--- src/rtl/wss_pkg.sv ---
package wss_pkg;
  typedef enum logic [1:0] {
    OP_CALL   = 2'd0,
    OP_IRQ    = 2'd1,
    OP_RET    = 2'd2,
    OP_RESUME = 2'd3
  } op_e;

  typedef enum logic [2:0] {
    ST_IDLE, ST_PUSH, ST_SCRUB, ST_POP_REQ, ST_POP_WAIT, ST_DONE
  } st_e;

  localparam int LR_IDX     = 14;  // link register receiving the marker
  localparam int SCRUB_TOP  = 12;  // highest general register cleared
  localparam int ARG_MAX    = 4;   // r0..r3 may carry arguments/results
  localparam int CALL_LAST  = 1;   // index of last word pushed on a call
  localparam int FRAME_LAST = 15;  // index of last word in an interrupt frame
endpackage

--- src/rtl/wss_regbank.sv ---
module wss_regbank #(
  parameter int W     = 32,
  parameter int NREGS = 16,
  localparam int IW   = $clog2(NREGS)
) (
  input  logic                      clk,
  input  logic                      rst_n,
  input  logic                      cpu_we,
  input  logic [IW-1:0]             cpu_idx,
  input  logic [W-1:0]              cpu_wdata,
  input  logic                      cpu_psr_we,
  input  logic [W-1:0]              cpu_psr_wdata,
  input  logic                      scrub_en,
  input  logic [NREGS-1:0]          scrub_mask,
  input  logic                      psr_clr,
  input  logic                      lr_load,
  input  logic [W-1:0]              lr_value,
  input  logic                      pop_we,
  input  logic [IW-1:0]             pop_idx,
  input  logic                      pop_psr_we,
  input  logic [W-1:0]              pop_data,
  output logic [NREGS-1:0][W-1:0]   regs_o,
  output logic [W-1:0]              psr_o
);
  import wss_pkg::*;

  for (genvar g = 0; g < NREGS; g++) begin : g_reg
    always_ff @(posedge clk or negedge rst_n) begin
      if (!rst_n)                              regs_o[g] <= '0;
      else if (scrub_en && scrub_mask[g])      regs_o[g] <= '0;
      else if (lr_load && g == LR_IDX)         regs_o[g] <= lr_value;
      else if (pop_we && pop_idx == IW'(g))    regs_o[g] <= pop_data;
      else if (cpu_we && cpu_idx == IW'(g))    regs_o[g] <= cpu_wdata;
    end
  end

  always_ff @(posedge clk or negedge rst_n) begin
    if (!rst_n)          psr_o <= '0;
    else if (psr_clr)    psr_o <= '0;
    else if (pop_psr_we) psr_o <= pop_data;
    else if (cpu_psr_we) psr_o <= cpu_psr_wdata;
  end


  sw_port_excl_chk: assert property (@(posedge clk) disable iff (!rst_n)
    (cpu_we || cpu_psr_we) |-> !(scrub_en || pop_we || pop_psr_we || lr_load || psr_clr));
endmodule

--- src/rtl/wss_stack_ptr.sv ---
module wss_stack_ptr #(
  parameter int W = 32
) (
  input  logic         clk,
  input  logic         rst_n,
  input  logic         load,
  input  logic [W-1:0] load_val,
  input  logic         dec,
  input  logic         inc,
  input  logic [W-1:0] limit,
  output logic [W-1:0] sp_o,
  output logic [W-1:0] push_addr,
  output logic         push_below
);
  localparam logic [W-1:0] WORD = W'(4);

  assign push_addr  = sp_o - WORD;
  assign push_below = (sp_o < WORD) || (push_addr < limit);

  always_ff @(posedge clk or negedge rst_n) begin
    if (!rst_n)    sp_o <= '0;
    else if (dec)  sp_o <= push_addr;
    else if (inc)  sp_o <= sp_o + WORD;
    else if (load) sp_o <= load_val;
  end


  no_dec_below_limit_chk: assert property (@(posedge clk) disable iff (!rst_n)
    dec |=> sp_o >= limit);

  inc_dec_excl_chk: assert property (@(posedge clk) disable iff (!rst_n)
    !(inc && dec));
endmodule

--- src/rtl/world_scrub_seq.sv ---
module world_scrub_seq #(
  parameter int           W        = 32,
  parameter int           NREGS    = 16,
  parameter logic [W-1:0] SIG_WORD = 32'h5A17_C3E9,
  parameter logic [W-1:0] RET_MARK = 32'hFEFF_FFFE,
  parameter logic [W-1:0] PSR_KEEP = 32'h0000_01FF,
  localparam int          IW       = $clog2(NREGS)
) (
  input  logic          clk,
  input  logic          rst_n,
  input  logic          cmd_valid,
  output logic          cmd_ready,
  input  logic [1:0]    cmd_op,
  input  logic [2:0]    cmd_nargs,
  input  logic [W-1:0]  cmd_ret_addr,
  output logic          busy,
  output logic          done,
  output logic          fault,
  input  logic          cpu_we,
  input  logic [IW-1:0] cpu_idx,
  input  logic [W-1:0]  cpu_wdata,
  input  logic          cpu_psr_we,
  input  logic [W-1:0]  cpu_psr_wdata,
  input  logic          sp_load,
  input  logic [W-1:0]  sp_wdata,
  input  logic [W-1:0]  stk_limit,
  input  logic [IW-1:0] rd_idx,
  output logic [W-1:0]  rd_data,
  output logic [W-1:0]  psr_out,
  output logic [W-1:0]  sp_out,
  output logic          mem_valid,
  input  logic          mem_ready,
  output logic          mem_we,
  output logic [W-1:0]  mem_addr,
  output logic [W-1:0]  mem_wdata,
  input  logic          rsp_valid,
  input  logic [W-1:0]  rsp_data
);
  import wss_pkg::*;

  st_e               st;
  op_e               op_q;
  logic [2:0]        nargs_q;
  logic [4:0]        k;
  logic [W-1:0]      ret_q;
  logic              fault_q;

  logic [NREGS-1:0][W-1:0] regs;
  logic [W-1:0]      push_addr, push_word;
  logic              push_below;
  logic              sp_dec, sp_inc, sig_bad, last_push;
  logic [NREGS-1:0]  scrub_mask;
  logic              idle;

  assign idle      = (st == ST_IDLE);
  assign cmd_ready = idle;
  assign busy      = !idle && (st != ST_DONE);
  assign done      = (st == ST_DONE);
  assign fault     = done && fault_q;
  assign rd_data   = regs[rd_idx];

  assign sig_bad   = (k == 5'd0) && (rsp_data != SIG_WORD);
  assign sp_dec    = (st == ST_PUSH) && !push_below && mem_ready;
  assign sp_inc    = (st == ST_POP_WAIT) && rsp_valid && !sig_bad;
  assign last_push = (op_q == OP_CALL) ? (k == 5'(CALL_LAST)) : (k == 5'(FRAME_LAST));

  assign mem_valid = ((st == ST_PUSH) && !push_below) || (st == ST_POP_REQ);
  assign mem_we    = (st == ST_PUSH);
  assign mem_addr  = (st == ST_PUSH) ? push_addr : sp_out;
  assign mem_wdata = push_word;

  // word selection for the two push layouts
  always_comb begin
    push_word = '0;
    if (op_q == OP_CALL) begin
      push_word = (k == 5'd0) ? ret_q : (psr_out & PSR_KEEP);
    end else begin
      if (k == 5'd0)                       push_word = psr_out;
      else if (k == 5'd1)                  push_word = regs[LR_IDX];
      else if (k <= 5'd14)                 push_word = regs[IW'(5'd14 - k)];
      else                                 push_word = SIG_WORD;
    end
  end

  always_comb begin
    for (int i = 0; i < NREGS; i++)
      scrub_mask[i] = (i <= SCRUB_TOP) && ((op_q == OP_IRQ) || (i >= int'(nargs_q)));
  end

  always_ff @(posedge clk or negedge rst_n) begin
    if (!rst_n) begin
      st <= ST_IDLE; op_q <= OP_CALL; nargs_q <= '0; k <= '0;
      ret_q <= '0; fault_q <= 1'b0;
    end else begin
      unique case (st)
        ST_IDLE: if (cmd_valid) begin
          op_q    <= op_e'(cmd_op);
          nargs_q <= (cmd_nargs > 3'(ARG_MAX)) ? 3'(ARG_MAX) : cmd_nargs;
          ret_q   <= cmd_ret_addr;
          k       <= '0;
          fault_q <= 1'b0;
          case (op_e'(cmd_op))
            OP_RET:    st <= ST_SCRUB;
            OP_RESUME: st <= ST_POP_REQ;
            default:   st <= ST_PUSH;
          endcase
        end
        ST_PUSH: begin
          if (push_below) begin
            fault_q <= 1'b1;
            st      <= ST_DONE;
          end else if (mem_ready) begin
            if (last_push) st <= ST_SCRUB;
            else           k  <= k + 5'd1;
          end
        end
        ST_SCRUB:    st <= ST_DONE;
        ST_POP_REQ:  if (mem_ready) st <= ST_POP_WAIT;
        ST_POP_WAIT: if (rsp_valid) begin
          if (sig_bad) begin
            fault_q <= 1'b1;
            st      <= ST_DONE;
          end else if (k == 5'(FRAME_LAST)) begin
            st <= ST_DONE;
          end else begin
            k  <= k + 5'd1;
            st <= ST_POP_REQ;
          end
        end
        default: st <= ST_IDLE;
      endcase
    end
  end

  wss_regbank #(.W(W), .NREGS(NREGS)) u_bank (
    .clk, .rst_n,
    .cpu_we       (cpu_we && idle),
    .cpu_idx,
    .cpu_wdata,
    .cpu_psr_we   (cpu_psr_we && idle),
    .cpu_psr_wdata,
    .scrub_en     (st == ST_SCRUB),
    .scrub_mask,
    .psr_clr      (st == ST_SCRUB),
    .lr_load      ((st == ST_SCRUB) && (op_q == OP_CALL)),
    .lr_value     (RET_MARK),
    .pop_we       (sp_inc && k >= 5'd1 && k <= 5'd14),
    .pop_idx      ((k == 5'd14) ? IW'(LR_IDX) : IW'(k - 5'd1)),
    .pop_psr_we   (sp_inc && k == 5'(FRAME_LAST)),
    .pop_data     (rsp_data),
    .regs_o       (regs),
    .psr_o        (psr_out)
  );

  wss_stack_ptr #(.W(W)) u_sp (
    .clk, .rst_n,
    .load       (sp_load && idle),
    .load_val   (sp_wdata),
    .dec        (sp_dec),
    .inc        (sp_inc),
    .limit      (stk_limit),
    .sp_o       (sp_out),
    .push_addr  (push_addr),
    .push_below (push_below)
  );


  accept_busy_chk: assert property (@(posedge clk) disable iff (!rst_n)
    (cmd_valid && cmd_ready) |=> busy);

  done_single_chk: assert property (@(posedge clk) disable iff (!rst_n)
    done |=> !done && cmd_ready);

  push_in_bounds_chk: assert property (@(posedge clk) disable iff (!rst_n)
    (mem_valid && mem_we) |-> (mem_addr >= stk_limit));

  req_hold_chk: assert property (@(posedge clk) disable iff (!rst_n)
    (mem_valid && !mem_ready) |=> mem_valid && $stable(mem_addr) && $stable(mem_wdata) && $stable(mem_we));

  ret_quiet_chk: assert property (@(posedge clk) disable iff (!rst_n)
    (cmd_valid && cmd_ready && cmd_op == 2'd2) |=> !mem_valid ##1 (done && !mem_valid));
endmodule

--- config.mk ---
export PLATFORM = sky130hd
export DESIGN_NAME = world_scrub_seq
export DESIGN_NICKNAME = d
export VERILOG_FILES = /design/src/rtl/wss_pkg.sv /design/src/rtl/wss_regbank.sv /design/src/rtl/wss_stack_ptr.sv /design/src/rtl/world_scrub_seq.sv
export SDC_FILE = /design/constraint.sdc
export NUM_CORES = 2
export LEC_CHECK = 0
export ABC_CLOCK_PERIOD_IN_PS = 6200
export BUFFER_PORTS_ARGS = -buffer_cell sky130_fd_sc_hd__clkbuf_2
export CORE_MARGIN = 1
export CORE_UTILIZATION = 23
export CTS_CLUSTER_DIAMETER = 150
export DETAILED_ROUTE_END_ITERATION = 6
export MAX_ROUTING_LAYER = met4
export PLACE_DENSITY = 0.4
export SYNTH_ARGS = -nofsm -noshare
export SYNTH_HDL_FRONTEND = slang
export SYNTH_SLANG_ARGS = --single-unit
--- constraint.sdc ---
create_clock -name clk -period 6.2 [get_ports clk]
set_clock_uncertainty 0.2 [all_clocks]
set_input_delay 0.93 -clock clk [delete_from_list [all_inputs] [get_ports clk]]
set_output_delay 0.93 -clock clk [all_outputs]
set_load 0.03 [all_outputs]
Word level (Yosys, flattened, before mapping)
Cells that the tools add are included.
{"block": "op_classes", "n_addsub": 5, "n_lt_le_gt_ge": 14, "n_eq_ne": 55, "n_mux": 88, "reduce_logical": 93}
{"operator": "2-to-1 mux 32 bit", "n": 60}
{"operator": "binary-select mux 32 bit (select 4 bit)", "n": 2}
{"operator": "== test 4 bit, second input constant", "n": 16}
{"operator": "logical AND 1 bit", "n": 53}
{"operator": "nonzero test 3 bit", "n": 17}
{"operator": "2-to-1 mux 5 bit", "n": 7}
{"operator": "adder 32 x 3 -> 32 bit, second input constant", "n": 1}
{"operator": "== test 4 x 3 -> 1 bit, second input constant", "n": 8}
{"operator": "< comparator 32 x 3 -> 1 bit, second input constant", "n": 1}
{"operator": "< comparator 32 bit", "n": 1}
{"operator": "inequality test 32 x 31 -> 1 bit, second input constant", "n": 1}
{"operator": "subtractor 32 x 3 -> 32 bit, second input constant", "n": 1}
{"operator": "2-to-1 mux 3 bit", "n": 9}
{"operator": "inequality test 2 bit, second input constant", "n": 9}
{"operator": "== test 4 x 2 -> 1 bit, second input constant", "n": 4}
{"operator": "case mux 3 bit (5 select lines)", "n": 1}
{"operator": "case mux 5 bit (3 select lines)", "n": 1}
{"operator": "== test 5 x 4 -> 1 bit, second input constant", "n": 2}
{"operator": "< comparator 4 x 5 -> 1 bit, second input constant", "n": 2}
{"operator": "AND reduction 5 bit", "n": 2}
{"operator": ">= comparator 3 bit, first input constant", "n": 3}
{"operator": "logical OR 1 bit", "n": 9}
{"operator": "== test 4 x 1 -> 1 bit, second input constant", "n": 2}
{"operator": "logical NOT 4 bit", "n": 2}
{"operator": "other kinds (29)", "n": 41}
{"block": "word_totals", "reg_bits": 622, "in_bits": 213, "output_inout_bits": 166}

Longest topological paths before layout
{"block": "logic_depth", "ltp_word": 9, "ltp_mapped": 20, "mapped_depth_nobuf": 17}

By module
Synthesis repeated with hierarchy kept, for this count alone.
{"block": "unflattened", "hier_cells": 4201, "hier_area_um2": 42162.9}
{"mod": "wss_regbank", "n_inst": 1, "cells_per_inst": 2659, "area_each_um2": 26957.1}
{"mod": "world_scrub_seq", "n_inst": 1, "cells_per_inst": 1017, "area_each_um2": 11322.1}
{"mod": "wss_stack_ptr", "n_inst": 1, "cells_per_inst": 525, "area_each_um2": 3883.7}

Least setup slack after synthesis
Ideal clock, no wire load.
{"block": "synth_timing", "path_type": "register -> output", "start": "register u_sp.sp_o[2]", "end": "output mem_valid", "arrival_ns": 4.737, "t_required_ns": 5.070, "slack_ns": 0.333, "path_stages_with_launch": 17, "path_buffers": 1, "cell_sequence": "dfrtp_1 -> inv_1 -> ha_1 -> or3b_4 -> or4_4 -> buf_6 -> or3_4 -> or3_4 -> xnor2_1 -> ha_1 -> nand4_1 -> or2_2 -> a2111oi_0 -> o31ai_1 -> a21boi_1 -> nor2_1 -> nor2_1"}
{"block": "synth_between", "elab_chain_cells": 6, "word_cells_on_any_way": 7, "classes_between": "add/sub: 1; order compare: 2; reduce/logical: 4"}
{"element": "start: declaration", "line_no": "wss_stack_ptr.sv:11", "source": "output logic [W-1:0] sp_o,"}
{"element": "start signal: assignment", "line_no": "wss_stack_ptr.sv:22", "source": "else if (dec) sp_o <= push_addr;"}
{"element": "start signal: assignment", "line_no": "wss_stack_ptr.sv:23", "source": "else if (inc) sp_o <= sp_o + WORD;"}
{"element": "start signal: assignment", "line_no": "wss_stack_ptr.sv:24", "source": "else if (load) sp_o <= load_val;"}
{"element": "subtractor 32 x 3 -> 32 bit", "line_no": "wss_stack_ptr.sv:17", "source": "assign push_addr = sp_o - WORD;"}
{"element": "< comparator 32 bit", "line_no": "wss_stack_ptr.sv:18", "source": "assign push_below = (sp_o < WORD) || (push_addr < limit);"}
{"element": "logical OR 1 bit (*)", "line_no": "wss_stack_ptr.sv:18"}
{"element": "logical NOT 1 bit (*)", "line_no": "world_scrub_seq.sv:67", "source": "assign mem_valid = ((st == ST_PUSH) && !push_below) || (st == ST_POP_REQ);"}
{"element": "logical AND 1 bit (*)", "line_no": "world_scrub_seq.sv:67"}
{"element": "logical OR 1 bit (*)", "line_no": "world_scrub_seq.sv:67"}
{"element": "end: declaration", "line_no": "world_scrub_seq.sv:31", "source": "output logic mem_valid,"}
Mark *: on every way between the ends. The rest lies on a longest branch, timed or not.

Worst setup path after layout
Same ends and word-level chain as after synthesis.

==> results.json <==
{
  "wl_per_cell_um": 31.2,
  "vias": 36700,
  "hold_path_startpoint": "cmd_ret_addr[2]",
  "min_period_ns": 6.12,
  "yosysMostFrequentCell": "dfrtp_1",
  "drt-total-wl_mm": 210,
  "ios": 379,
  "antenna_found_initial": 32,
  "outcome": "complete, but fails checks",
  "cts.htree.levels": 3,
  "yosysSeqAreaShare_pct": 37.8,
  "fmax_mhz": 163,
  "clk_pin_slew_ns": 0.06,
  "n_fill_cell": 18600,
  "root_buffer": "clkbuf_16",
  "grt.total_usage_pct": 23.5,
  "finalSetupViolCount": 0,
  "area_delta_synth_final_pct": 19.1,
  "cts.sinks": 622,
  "critPathLaunchType": "flop",
  "ant_nets": 0,
  "yosys.area.top_type": "dfrtp_1",
  "violations": "design-rule violations",
  "yosys-top-cells-count": "dfrtp_1, nor2_1, nand2_1",
  "cts_made_buffers": 80,
  "hold_viol": 0,
  "required_ns": 5.07,
  "rsz0062_at_grt": "true",
  "start_util_pct": 23.3,
  "syn_area_sq_mm": 0.0411,
  "relSlewSlack_pct": 9.11,
  "cp-startpoint": "u_sp.sp_o[2]",
  "synth_edf_count": 0,
  "worstSetupEndpointType": "output port",
  "fp.dieW_um": 425,
  "clk_latency_ns": 0.70,
  "mappedNetlistNets": 4428,
  "peakVddDrop_v": 0.000308,
  "top_layer": "met4",
  "register_area_sq_mm": 0.0156,
  "finalCritPeriodShare_pct": 98.7,
  "yosys_warnings": 0,
  "die_area_sq_mm": 0.181,
  "crit_type": "reg -> out",
  "gr-total-overflow": 0,
  "finalHoldWorstSlack_ns": 0.267,
  "port_buffers": 378,
  "synth_top_area_share_pct": 37.8,
  "multi_input_area_sq_mm": 0.0240,
  "first_pass_iters": 7,
  "m1WireLength_mm": 88.4,
  "cp.arrival_ns": 4.99,
  "reg2reg_from": "u_sp.sp_o[2]",
  "finalMaxSlewViolations": 0,
  "drc_errors": 2,
  "fin_nets": 4561,
  "synth.top_cells.by_area": "dfrtp_1, mux4_2, mux2i_1",
  "clk_path_buf_depth": 3,
  "synth_cell_type_count": 71,
  "synth_seq_cells": 622,
  "grt_pass1_wl_mm": 294,
  "drt_iter0_markers": 3946,
  "post-place-ws_ns": 0.245,
  "viasPerCell": 5.45,
  "avgSynthCellArea_sq_um": 9.85,
  "cts_tree": "built",
  "p_total_mw": 24.4,
  "maxCapViolCount": 0,
  "min_path_type": "in -> reg",
  "syn_inst": 4176,
  "final_cells": 6742,
  "grt_max_degree": 152,
  "num_rows": 154,
  "core_region_area_sq_mm": 0.177,
  "place_congestion": 0.870,
  "wl_met3_mm": 16.2,
  "tightest_slew_ns": 1.33,
  "fin_tns_setup_ns": 0,
  "drive_gt1_share_pct": 24.2,
  "cellLeakagePower_nw": 22.8,
  "wl_met2_mm": 98.2,
  "placedCellCount": 6552,
  "fp.dieH_um": 425,
  "finalWorstSetupSlack_ns": 0.0794,
  "p_per_area_mw_per_mm2": 499,
  "grt_pass1_vias": 35400,
  "synthArstFlopShare_pct": 100,
  "cp_max_fo": 5,
  "dp_hpwl_mm": 132,
  "synth_flop_cell": "dfrtp_1"
}
[what timing repair did]
item,4_1_cts,5_1_grt
endpoints found under the setup margin,1,1
setup buffers,4,10
pin swaps,4,14
hold buffers,1,0
endpoints found under the hold margin,49,0
resized for setup,12,12
[layout by cell type (no fill, tap or decap), types with 14 or more instances in the layout]
master and n:
nand4_1 21, xor2_1 44, xnor2_1 38, buf_12 24, and2_1 16, diode_2 29, nor3_1 36, nor2b_1 32
inv_1 72, clkbuf_16 83, nand3_1 154, mux2_2 41, buf_4 126, a311oi_1 25, ha_1 37, mux4_2 264
a31oi_1 37, a222oi_1 22, a22oi_1 77, mux2i_1 414, clkbuf_2 373, o221ai_1 14, a32oi_1 16, a211oi_1 400
clkbuf_8 26, o21ai_0 106, nand2_4 15, a21oi_1 40, dfrtp_1 619, nand2_1 469, nor2_1 491, o22ai_1 30
[registers in the layout, indices dropped and copies added (netlist names)]
name           count
op_q               2
u_bank.regs_o    512
nargs_q            3
u_bank.psr_o      32
fault_q            1
ret_q             32
st                 3
u_sp.sp_o         32
k                  5
[area by class of cell]
type / count / share of cell area, %
clock inverters: 25 / 0.697
clock buffers: 121 / 5.04
repair buffers: 528 / 6.85
multi-input cells: 3003 / 48.9
flip-flops and latches: 622 / 31.8
inverters: 74 / 0.572
diodes: 29 / 0.148
well taps: 2340 / 5.98
[metrics by stage]
stage               util [%]  area, sq um
floorplan                  -        41100
global placement        25.9        45900
detailed placement      25.9        45900
CTS                     27.6        48800
global route            27.7        49000
finish                  27.7        49000
[power by group]
part	switching (mW)	internal, mW
combinational	7.17	4.66
clock	2.06	3.08
sequential	1.72	5.75
[per-layer routing]
metal	GRT usage [%]	vias to the layer above
li1	-	15700
met1	30.1	18900
met2	36.3	1778
met3	5.01	330
met4	8.87	0
met5	-	-
[worst max-delay path, cell delays in order (launching register included)]
cell       delay, ns
dfrtp_2         0.43
inv_4           0.09
ha_4            0.13
or3b_4          0.41
or4_4           0.50
or3_4           0.41
or3_4           0.39
xnor2_2         0.15
ha_1            0.30
nand4_1         0.13
or2_4           0.27
a2111oi_4       0.32
o31ai_4         0.11
a21boi_2        0.27
nor2_2          0.08
nor2_1          0.13
clkbuf_8        0.19
[path summary, 6_finish.rpt]
kind,depth (start not counted),slack [ns],to
worst max-delay path,16,0.08,mem_valid
worst max register to register,18,0.72,k[0]
max in group asynchronous,3,3.76,u_bank.regs_o[88]
worst min-delay path,2,0.27,ret_q[2]
worst min register to register,2,0.30,u_bank.regs_o[442]
min in group asynchronous,2,0.57,u_bank.regs_o[296]
[kinds of logic (layout without fill, tap and decap cells)]
| group | after synthesis | after routing | synth area share, % |
|---|---|---|---|
| mux | 719 | 719 | 25.7 |
| compound gates | 825 | 825 | 14.4 |
| xor+xnor | 88 | 88 | 1.89 |
| simple gates | 1332 | 1332 | 13.9 |
| fa+ha+maj | 39 | 39 | 1.19 |
| buf+inv | 551 | 748 | 5.16 |
| other cells | 0 | 29 | 0 |
| flops | 622 | 622 | 37.8 |
(Power assumes the default switching activity.)
